File: config.mk
export PLATFORM = sky130hd
export DESIGN_NAME = uart_frame_timer
export DESIGN_NICKNAME = d
export VERILOG_FILES = /design/src/rtl/uft_pkg.sv /design/src/rtl/uft_ctrl.sv /design/src/rtl/uft_timer.sv /design/src/rtl/uart_frame_timer.sv
export SDC_FILE = /design/constraint.sdc
export NUM_CORES = 1
export LEC_CHECK = 0
export BUFFER_PORTS_ARGS = -buffer_cell sky130_fd_sc_hd__buf_2
export CAP_MARGIN = 25
export CORE_ASPECT_RATIO = 0.75
export CORE_UTILIZATION = 45
export CTS_CLUSTER_SIZE = 20
export DETAILED_ROUTE_END_ITERATION = 10
export GPL_ROUTABILITY_DRIVEN = 0
export GPL_TIMING_DRIVEN = 0
export PLACE_DENSITY_LB_ADDON = 0.08
export SLEW_MARGIN = 20
export SYNTH_ARGS = -nofsm -noshare
export SYNTH_HDL_FRONTEND = slang
export SYNTH_SLANG_ARGS = --single-unit
export TNS_END_PERCENT = 100
File: constraint.sdc
create_clock -name clk -period 2.7 [get_ports clk]
set_input_delay 0.27 -clock clk [delete_from_list [all_inputs] [get_ports clk]]
set_output_delay 0.27 -clock clk [all_outputs]
set_load 0.1 [all_outputs]
File: src/rtl/uft_pkg.sv
package uft_pkg;

  localparam int MODE_W = 8;

  typedef enum logic [1:0] {
    SEL_MODE   = 2'd0,
    SEL_CLKDIV = 2'd1,
    SEL_BITDIV = 2'd2,
    SEL_SPARE  = 2'd3
  } cfgSel_e;

  // strobes from control to the divider datapath
  typedef struct packed {
    logic reload;
    logic prescaleOn;
    logic tickAllowed;
  } timerCtl_t;

  typedef struct packed {
    logic [3:0] dataBits;
    logic       parityOn;
    logic       parityOdd;
    logic [1:0] stopBits;
    logic [3:0] frameBits;
  } frameFmt_t;

  function automatic frameFmt_t decodeMode(input logic [MODE_W-1:0] m);
    frameFmt_t f;
    case (m[2:1])
      2'b11:   f.dataBits = 4'd6;
      2'b10:   f.dataBits = 4'd7;
      default: f.dataBits = 4'd8;
    endcase
    f.parityOn  = (m[5:4] == 2'b00);
    f.parityOdd = f.parityOn & m[3];
    f.stopBits  = (m[7:6] == 2'b11) ? 2'd1 : 2'd2;
    f.frameBits = 4'd1 + f.dataBits + {3'b000, f.parityOn} + {2'b00, f.stopBits};
    return f;
  endfunction

endpackage

File: src/rtl/uft_ctrl.sv
module uft_ctrl
  import uft_pkg::*;
#(
  parameter int DATA_W   = 16,
  parameter int CDIV_W   = 16,
  parameter int BDIV_W   = 8,
  parameter int CDIV_RST = 15,
  parameter int BDIV_RST = 0
) (
  input  logic              clk,
  input  logic              rstN,
  input  logic              wrEn,
  input  logic [1:0]        wrSel,
  input  logic [DATA_W-1:0] wrData,
  output timerCtl_t         ctl,
  output logic [CDIV_W-1:0] clkDiv,
  output logic [BDIV_W-1:0] bitDiv,
  output frameFmt_t         fmt
);

  logic [MODE_W-1:0] modeQ;
  logic [CDIV_W-1:0] clkDivQ;
  logic [BDIV_W-1:0] bitDivQ;
  cfgSel_e           selNow;

  assign selNow = cfgSel_e'(wrSel);

  always_ff @(posedge clk or negedge rstN) begin
    if (!rstN) begin
      modeQ   <= '0;
      clkDivQ <= CDIV_W'(CDIV_RST);
      bitDivQ <= BDIV_W'(BDIV_RST);
    end else if (wrEn) begin
      case (selNow)
        SEL_MODE:   modeQ   <= wrData[MODE_W-1:0];
        SEL_CLKDIV: clkDivQ <= wrData[CDIV_W-1:0];
        SEL_BITDIV: bitDivQ <= wrData[BDIV_W-1:0];
        default:    ;
      endcase
    end
  end

  always_comb begin
    ctl.reload      = wrEn && (selNow != SEL_SPARE);
    ctl.prescaleOn  = modeQ[0];
    ctl.tickAllowed = (clkDivQ >= CDIV_W'(2));
  end

  assign clkDiv = clkDivQ;
  assign bitDiv = bitDivQ;
  assign fmt    = decodeMode(modeQ);

endmodule

File: src/rtl/uft_timer.sv
module uft_timer
  import uft_pkg::*;
#(
  parameter int CDIV_W   = 16,
  parameter int BDIV_W   = 8,
  parameter int PRESCALE = 8
) (
  input  logic              clk,
  input  logic              rstN,
  input  timerCtl_t         ctl,
  input  logic [CDIV_W-1:0] clkDiv,
  input  logic [BDIV_W-1:0] bitDiv,
  input  logic [3:0]        frameBits,
  output logic              baudTick,
  output logic              charDone
);

  localparam int PRE_W = (PRESCALE > 1) ? $clog2(PRESCALE) : 1;

  logic              preEn;
  logic [CDIV_W-1:0] cdCnt;
  logic [BDIV_W-1:0] bdCnt;
  logic [3:0]        frameCnt;
  logic              cdWrap, bdWrap, frWrap;

  generate
    if (PRESCALE > 1) begin : gPre
      logic [PRE_W-1:0] preCnt;
      logic             preLast;
      assign preLast = (preCnt == PRE_W'(PRESCALE - 1));
      always_ff @(posedge clk or negedge rstN) begin
        if (!rstN) preCnt <= '0;
        else if (ctl.reload || !ctl.prescaleOn) preCnt <= '0;
        else if (preLast) preCnt <= '0;
        else preCnt <= preCnt + PRE_W'(1);
      end
      assign preEn = !ctl.prescaleOn || preLast;
    end else begin : gNoPre
      assign preEn = 1'b1;
    end
  endgenerate

  assign cdWrap = ctl.tickAllowed && preEn && (cdCnt == clkDiv - CDIV_W'(1));
  assign bdWrap = cdWrap && (bdCnt == bitDiv);
  assign frWrap = bdWrap && (frameCnt == frameBits - 4'd1);

  always_ff @(posedge clk or negedge rstN) begin
    if (!rstN) begin
      cdCnt    <= '0;
      bdCnt    <= '0;
      frameCnt <= '0;
      baudTick <= 1'b0;
      charDone <= 1'b0;
    end else if (ctl.reload) begin
      cdCnt    <= '0;
      bdCnt    <= '0;
      frameCnt <= '0;
      baudTick <= 1'b0;
      charDone <= 1'b0;
    end else begin
      if (ctl.tickAllowed && preEn)
        cdCnt <= cdWrap ? '0 : cdCnt + CDIV_W'(1);
      if (cdWrap)
        bdCnt <= bdWrap ? '0 : bdCnt + BDIV_W'(1);
      if (bdWrap)
        frameCnt <= frWrap ? 4'd0 : frameCnt + 4'd1;
      baudTick <= bdWrap;
      charDone <= frWrap;
    end
  end

endmodule

File: src/rtl/uart_frame_timer.sv
module uart_frame_timer
  import uft_pkg::*;
#(
  parameter int DATA_W   = 16,
  parameter int CDIV_W   = 16,
  parameter int BDIV_W   = 8,
  parameter int PRESCALE = 8,
  parameter int CDIV_RST = 15,
  parameter int BDIV_RST = 0
) (
  input  logic              clk,
  input  logic              rstN,
  input  logic              wrEn,
  input  logic [1:0]        wrSel,
  input  logic [DATA_W-1:0] wrData,
  output logic              baudTick,
  output logic              charDone,
  output logic [3:0]        dataBits,
  output logic              parityOn,
  output logic              parityOdd,
  output logic [1:0]        stopBits,
  output logic [3:0]        frameBits
);

  timerCtl_t         ctl;
  logic [CDIV_W-1:0] clkDivQ;
  logic [BDIV_W-1:0] bitDivQ;
  frameFmt_t         fmt;

  uft_ctrl #(
    .DATA_W(DATA_W), .CDIV_W(CDIV_W), .BDIV_W(BDIV_W),
    .CDIV_RST(CDIV_RST), .BDIV_RST(BDIV_RST)
  ) uCtrl (
    .clk(clk), .rstN(rstN), .wrEn(wrEn), .wrSel(wrSel), .wrData(wrData),
    .ctl(ctl), .clkDiv(clkDivQ), .bitDiv(bitDivQ), .fmt(fmt)
  );

  uft_timer #(
    .CDIV_W(CDIV_W), .BDIV_W(BDIV_W), .PRESCALE(PRESCALE)
  ) uTimer (
    .clk(clk), .rstN(rstN), .ctl(ctl), .clkDiv(clkDivQ), .bitDiv(bitDivQ),
    .frameBits(fmt.frameBits), .baudTick(baudTick), .charDone(charDone)
  );

  assign dataBits  = fmt.dataBits;
  assign parityOn  = fmt.parityOn;
  assign parityOdd = fmt.parityOdd;
  assign stopBits  = fmt.stopBits;
  assign frameBits = fmt.frameBits;

endmodule

# --- Word-level counts from Yosys, hierarchy flattened ---
# Cells that the tools add are included.
word_totals:
  input_bits: 21
  ff_bits: 65
  out_inout_bits: 14
  word_cells: 61
classes:
  n_eq_ne: 10
  n_reduce_logical: 16
  n_mux: 15
  add_sub_neg: 9
  bitwise_logic: 1
  magnitude_cmp: 1
ops:
  columns: ["op", "count"]
  rows:
  - ["$mux 16", 3]
  - ["$mux 8", 3]
  - ["$add 16x1->16 const B", 1]
  - ["$eq 16x16->1", 1]
  - ["$ge 16x2->1 const B", 1]
  - ["$sub 16x1->16 const B", 1]
  - ["$mux 4", 3]
  - ["$add 8x1->8 const B", 1]
  - ["$eq 2x2->1 const B", 4]
  - ["$eq 8x8->1", 1]
  - ["$pmux 4 s2", 1]
  - ["$mux 3", 2]
  - ["$reduce_and 2->1", 3]
  - ["$reduce_bool 2->1", 3]
  - ["$logic_and 1x1->1", 5]
  - ["$add 1x4->4 const A", 1]
  - ["$add 4x1->4", 1]
  - ["$add 4x1->4 const B", 1]
  - ["$add 4x2->4", 1]
  - ["$eq 4x4->1", 1]
  - ["$logic_not 2->1", 2]
  - ["$sub 4x1->4 const B", 1]
  - ["$add 3x1->3 const B", 1]
  - ["$eq 3x3->1 const B", 1]
  - ["7 further kinds", 9]

# --- Longest topological paths before layout ---
depth:
  word_depth: 11
  depth_mapped: 14
  depth_no_buf: 14

# --- Cells and area by module ---
# From an unflattened synthesis, not the netlist that was laid out.
hier_totals:
  cells_unflattened: 382
  hier_area_um2: 3922.5
by_module_without_submodules:
  columns: ["module", "area_each_um2", "cells_per_inst", "seq_area_each_um2", "instances"]
  rows:
  - ["uft_timer", 2518.7, 288, 825.8, 1]
  - ["uft_ctrl", 1403.8, 94, 805.8, 1]

# --- Worst setup path before layout ---
# Ideal clock, no wire load.
synth_path:
  kind: "register -> register"
  startpoint: "register uCtrl.modeQ[7]"
  endpoint: "register uTimer.frameCnt[3]"
  t_arrival_ps: 5356
  path_buffers: 0
  period_less_slack_ps: 5487
  path_stages_with_launch: 11
  path_slack_ps: -2787
  setup_ps: 131
  required_time_ps: 2569
  path_cell_list: "dfrtp_1 nand2_1 inv_1 ha_1 fa_1 xnor2_1 nand3_1 o31ai_1 nand3_1 and3_1 or3_1"
synth_via:
  elab_chain_len: 9
synth_rtl:
  columns: ["element", "line", "source"]
  rows:
  - ["start, declared", "uft_ctrl.sv:21", "logic [MODE_W-1:0] modeQ;"]
  - ["start signal, assigned", "uft_ctrl.sv:35", "SEL_MODE: modeQ <= wrData[MODE_W-1:0];"]
  - ["$eq 2x2->1", "uft_pkg.sv:36", "f.stopBits = (m[7:6] == 2'b11) ? 2'd1 : 2'd2;"]
  - ["$mux 2", "uft_pkg.sv:36", null]
  - ["net stopBits[1]", "uart_frame_timer.sv:21", "output logic [1:0] stopBits,"]
  - ["$add 4x2->4", "uft_pkg.sv:37", "f.frameBits = 4'd1 + f.dataBits + {3'b000, f.parityOn} + {2'b00, f.stopBits};"]
  - ["net frameBits[2]", "uart_frame_timer.sv:22", "output logic [3:0] frameBits"]
  - ["$sub 4x1->4", "uft_timer.sv:45", "assign frWrap = bdWrap && (frameCnt == frameBits - 4'd1);"]
  - ["$eq 4x4->1", "uft_timer.sv:45", null]
  - ["$logic_and 1x1->1", "uft_timer.sv:45", null]
  - ["$mux 4", "uft_timer.sv:66", "frameCnt <= frWrap ? 4'd0 : frameCnt + 4'd1;"]
  - ["$mux 4", "uft_timer.sv:65", "if (bdWrap)"]
  - ["$mux 4", "uft_timer.sv:54", "end else if (ctl.reload) begin"]
  - ["end signal, assigned", "uft_timer.sv:66", null]
  - ["end, declared", "uft_timer.sv:23", "logic [3:0] frameCnt;"]
# The timed path passes the listed nets, and every way through them passes these cells. The select of a mux whose other input is x is not followed.
# A chain may end at the register's enable or synchronous reset.

# --- Worst setup path after layout ---
layout_path:
  startpoint: "register uCtrl.modeQ[1]"
  endpoint: "register uTimer.frameCnt[3]"
layout_via:
  elab_chain_len: 11
  elab_cells_between_ends: 12
  classes_between: "4 x add/sub; 3 x eq/ne; 4 x mux; 1 x reduce/logical"
layout_rtl:
  columns: ["element", "line", "source"]
  rows:
  - ["$eq 2x2->1", "uft_pkg.sv:29", "case (m[2:1])"]
  - ["$pmux 4 s2 (*)", "uft_pkg.sv:29", null]
  - ["$add 1x4->4 (*)", "uft_pkg.sv:37", null]
  - ["$add 4x1->4 (*)", "uft_pkg.sv:37", null]
  - ["$add 4x2->4 (*)", "uft_pkg.sv:37", null]
  - ["$sub 4x1->4 (*)", "uft_timer.sv:45", null]
  - ["$eq 4x4->1 (*)", "uft_timer.sv:45", null]
  - ["$logic_and 1x1->1 (*)", "uft_timer.sv:45", null]
  - ["$mux 4 (*)", "uft_timer.sv:66", null]
  - ["$mux 4 (*)", "uft_timer.sv:65", null]
  - ["$mux 4 (*)", "uft_timer.sv:54", null]
# Mark *: on every way between the ends. The rest lies on a longest branch, timed or not. The select of a mux whose other input is x is not followed.

==> key figures <==
Die
  • Die area: 0.00912 mm²
  • Initial core utilization: 46.5%
  • Placeable Area: 0.00845 mm²
  • Die Y: 83.0 µm
  • # rows: 29
  • I/O pin cnt: 35
  • Die X: 110 µm

Outcome
  • Failing checks: negative setup slack
  • Outcome: complete, but fails checks

Pwr
  • Leakage: 2.17 nW
  • Logic pwr share: 37.8%
  • P per Cell Area: 738 mW/mm²
  • Sw Ratio: 38.3%
  • Total power: 0.00389 W
  • Peak VDD IR: 0.477 mV
  • P_int: 0.00240 W
  • Sequential power share: 31.8%
  • Proportion of power drawn by the clock network: 30.4%
  • Switching power: 0.00149 W

CTS
  • CTS sink cnt: 65
  • CTS tree: yes
  • Root Driver: clkbuf_16
  • # H-tree levels: 3
  • Clock latency on the worst-skew pair: 0.34 ns
  • Total CTS buffers: 9
  • Clk pin slew, worst setup/hold paths: 0.06 ns
  • Clk buf depth: 2

Layout
  • FF/Latch Area: 0.00164 mm²
  • Commonest non-fill, non-tap cell in the layout: dfrtp_1
  • Most frequent cells in the layout: 54 x dfrtp_1, 32 x nand2_1, 31 x mux2_2, 31 x buf_2, 24 x xnor2_1
  • Non-Filler Instances: 573
  • Multi-input logic area: 0.00258 mm²
  • Antenna diodes: 0
  • Fin nets: 493
  • Layout fillers: 678
  • Share of layout cells above drive strength 1: 43.0%
  • P&R area growth vs syn: 34.2%

Run
  • Max Cap Viol: 0

Worst setup path
  • Slowest-stage cell, CP: fa_2
  • Required time of the critical path: 2.91 ns
  • Max Fanout on Critical Path: 3
  • Crit Path Category: flop to flop
  • Critical-path cell list: nand2b_4 -> ha_4 -> inv_4 -> ha_4 -> inv_2 -> fa_2 -> ha_4 -> xor2_4 -> nand3_2 -> o31ai_4 -> nand3_2 -> nand4_1 -> nand2_1 -> or3_1
  • Data arrival, critical path: 3.05 ns
  • CP peak stage delay: 0.56 ns
  • Worst Path Buf+Inv: 2
  • Nature of the critical path startpoint: flop
  • Critical path's most frequent cell: ha_4
  • Setup crit end kind: flop
  • CP delay by family, top: adder cells

Place
  • Inst Count DP: 535
  • Port Buffers: 33
  • Post-DP HPWL: 6990 µm

Logic synthesis
  • Ys Warns: 0
  • Post-synthesis cell count: 393
  • EDFF count, synth: 0
  • Seq/Total Area, Yosys: 41.5%
  • Synthesized flop and latch total: 65
  • Mapped cell area: 0.00393 mm²
  • Avg Inst Size Synth: 10.0 µm²
  • Distinct cells, synth: 56
  • Synth async-reset ratio: 100%
  • Top FF cell, synth: dfrtp_1
  • Syn Nets: 426

Global route
  • Grt total ovfl: 0
  • Vias in the first global route: 3115
  • Initial antenna violation count: 0
  • First-pass GRT wire length: 16900 µm
  • Largest net degree at the start of global routing: 51
  • Total track usage: 24.7%

STA
  • Tcrit/Tclk final: 105%
  • Max frequency: 0.353 GHz
  • RSZ-0062 raised after global routing: true
  • Tmin final: 2.84 ns
  • Worst Max-Slew Pin Slew: 0.800 ns
  • Final Skew: 0.00698 ns
  • Relative slew slack: 46.7%
  • Pins Over Slew Limit: 0
  • Final setup TNS: -1.81 ns
  • Hold Fails Final Rpt: 0
  • Setup violators final: 25
  • Final setup margin: -0.135 ns

Hold path
  • Hold WC Path Type: input port to flop

Routing
  • Vias post-DR: 3291
  • WL/cell: 18.4 µm
  • Drt drc: 0
  • Post-DRT Antenna Nets: 0
  • DRT iter0 DRCs: 263
  • Drt first pass iters: 5
  • Vias/cell: 5.74
  • WL final: 10600 µm
-- repair_timing --
action	in CTS	in global routing
gates resized for setup	57	33
cloned	2	0
hold buffers	1	0
buffers inserted	22	2
pin swaps	20	7
endpoints found under the hold margin	13	0
setup endpoints to repair	31	31
-- cells in the mapped netlist, types with 2 or more instances --
master | instances | area (µm²)
dfrtp_1 | 61 | 1530
nand2_1 | 36 | 135
mux2_2 | 32 | 360
nor3_1 | 32 | 160
xnor2_1 | 26 | 228
xor2_1 | 19 | 166
nand3_1 | 16 | 80.1
inv_1 | 14 | 52.6
nor2_1 | 14 | 52.6
clkbuf_1 | 12 | 45.0
ha_1 | 11 | 138
nor4_1 | 9 | 56.3
a32o_1 | 6 | 60.1
and2_1 | 6 | 37.5
and3_1 | 6 | 37.5
nand4_1 | 6 | 37.5
a21oi_1 | 5 | 25.0
mux2i_1 | 5 | 50.1
nand2b_1 | 5 | 31.3
o31ai_1 | 5 | 37.5
buf_2 | 4 | 20.0
dfstp_2 | 4 | 105
nand3b_1 | 4 | 30.0
nor3b_1 | 4 | 30.0
or3_1 | 4 | 25.0
a32oi_1 | 3 | 26.3
a41oi_1 | 3 | 26.3
or4_1 | 3 | 22.5
a31o_2 | 2 | 17.5
buf_1 | 2 | 7.51
buf_4 | 2 | 15.0
buf_6 | 2 | 22.5
nor2b_1 | 2 | 12.5
nor4_2 | 2 | 25.0
o21ai_0 | 2 | 10.0
o21bai_1 | 2 | 15.0
or2_2 | 2 | 12.5
or4_4 | 2 | 22.5
-- layer usage --
metal	global-route usage, %	vias up	share of wire (%)
met5	0	-	0
met4	5.45	0	0.87
met3	6.04	11	6.4
met2	33.0	118	43
met1	39.6	1617	50
li1	-	1545	-
-- registers in the layout, indices dropped and copies added (netlist names) --
signal,cells
uTimer.baudTick,1
uTimer.bdCnt,8
uTimer.charDone,1
uCtrl.bitDiv,8
uTimer.frameCnt,4
uTimer.gPre.preCnt,3
uCtrl.clkDiv,16
uCtrl.modeQ,8
uTimer.cdCnt,16
-- cell families after synthesis --
family          count (synthesis)  share of synthesized area (%)
other cells                     1                         0.0953
flops                          65                           41.5
compound gates                 37                           7.44
fa+ha+maj                      12                           4.01
simple gates                  160                           22.4
xor+xnor                       45                           10.0
mux                            37                           10.4
buf+inv                        36                           4.13
-- metrics by stage --
step                      setup WS, ns  hold slack [ns]  utilization (%)  cell area (µm²)
after floorplan                 -0.874          -0.0256                -             4030
after global placement          -0.475            0.444             51.2             4330
after detailed placement        -0.493            0.158             51.7             4370
after CTS                       -0.109            0.160             60.5             5120
after global routing            -0.284            0.166             62.5             5280
final                           -0.135            0.168             62.5             5280
-- power by group through the flow --
stage | Combinational, W | Clock, W | Sequential (W)
floorplan | 0.000998 | 0 | 0.00119
global placement | 0.00117 | 0 | 0.00122
detailed placement | 0.00119 | 0 | 0.00122
CTS | 0.00136 | 0.00120 | 0.00123
global route | 0.00158 | 0.00124 | 0.00125
finish | 0.00147 | 0.00119 | 0.00124
-- worst paths after layout --
| check | from | depth (start not counted) | slack, ns | to |
|---|---|---|---|---|
| min in group asynchronous | rstN | 2 | 0.36 | uCtrl.clkDiv[14]$_DFFE_PN0P_ |
| max in group asynchronous | rstN | 3 | 1.76 | uCtrl.clkDiv[3]$_DFFE_PN1P_ |
| max | uCtrl.modeQ[1]$_DFFE_PN0P_ | 14 | -0.14 | uTimer.frameCnt[3]$_DFFE_PN0P_ |
| min | wrData[9] | 2 | 0.17 | uCtrl.clkDiv[9]$_DFFE_PN0P_ |
| min reg2reg | uTimer.gPre.preCnt[0]$_DFF_PN0_ | 1 | 0.46 | uTimer.gPre.preCnt[0]$_DFF_PN0_ |
| max reg2reg | uCtrl.modeQ[1]$_DFFE_PN0P_ | 14 | -0.14 | uTimer.frameCnt[3]$_DFFE_PN0P_ |
-- worst register-to-register path: cells and delay by family, from the launching register on --
kind / cells / cell delay, ns
adder cells (fa/ha/maj): 4 / 1.09
AND/OR/NAND/NOR: 6 / 0.89
flip-flops: 1 / 0.37
XOR/XNOR: 1 / 0.19
buffers and inverters: 2 / 0.08
AO/OA/AOI/OAI: 1 / 0.08
-- layout make-up --
class                   instances  share of cell area, %
inverters                      14                   1.18
repair buffers                 61                   8.65
plain buffers                  17                   2.01
flip-flops and latches         65                   31.1
clock inverters                 5                   1.04
well taps                     108                   2.56
clock buffers                  11                   4.60
multi-input cells             292                   48.9
(Power assumes the default switching activity.)
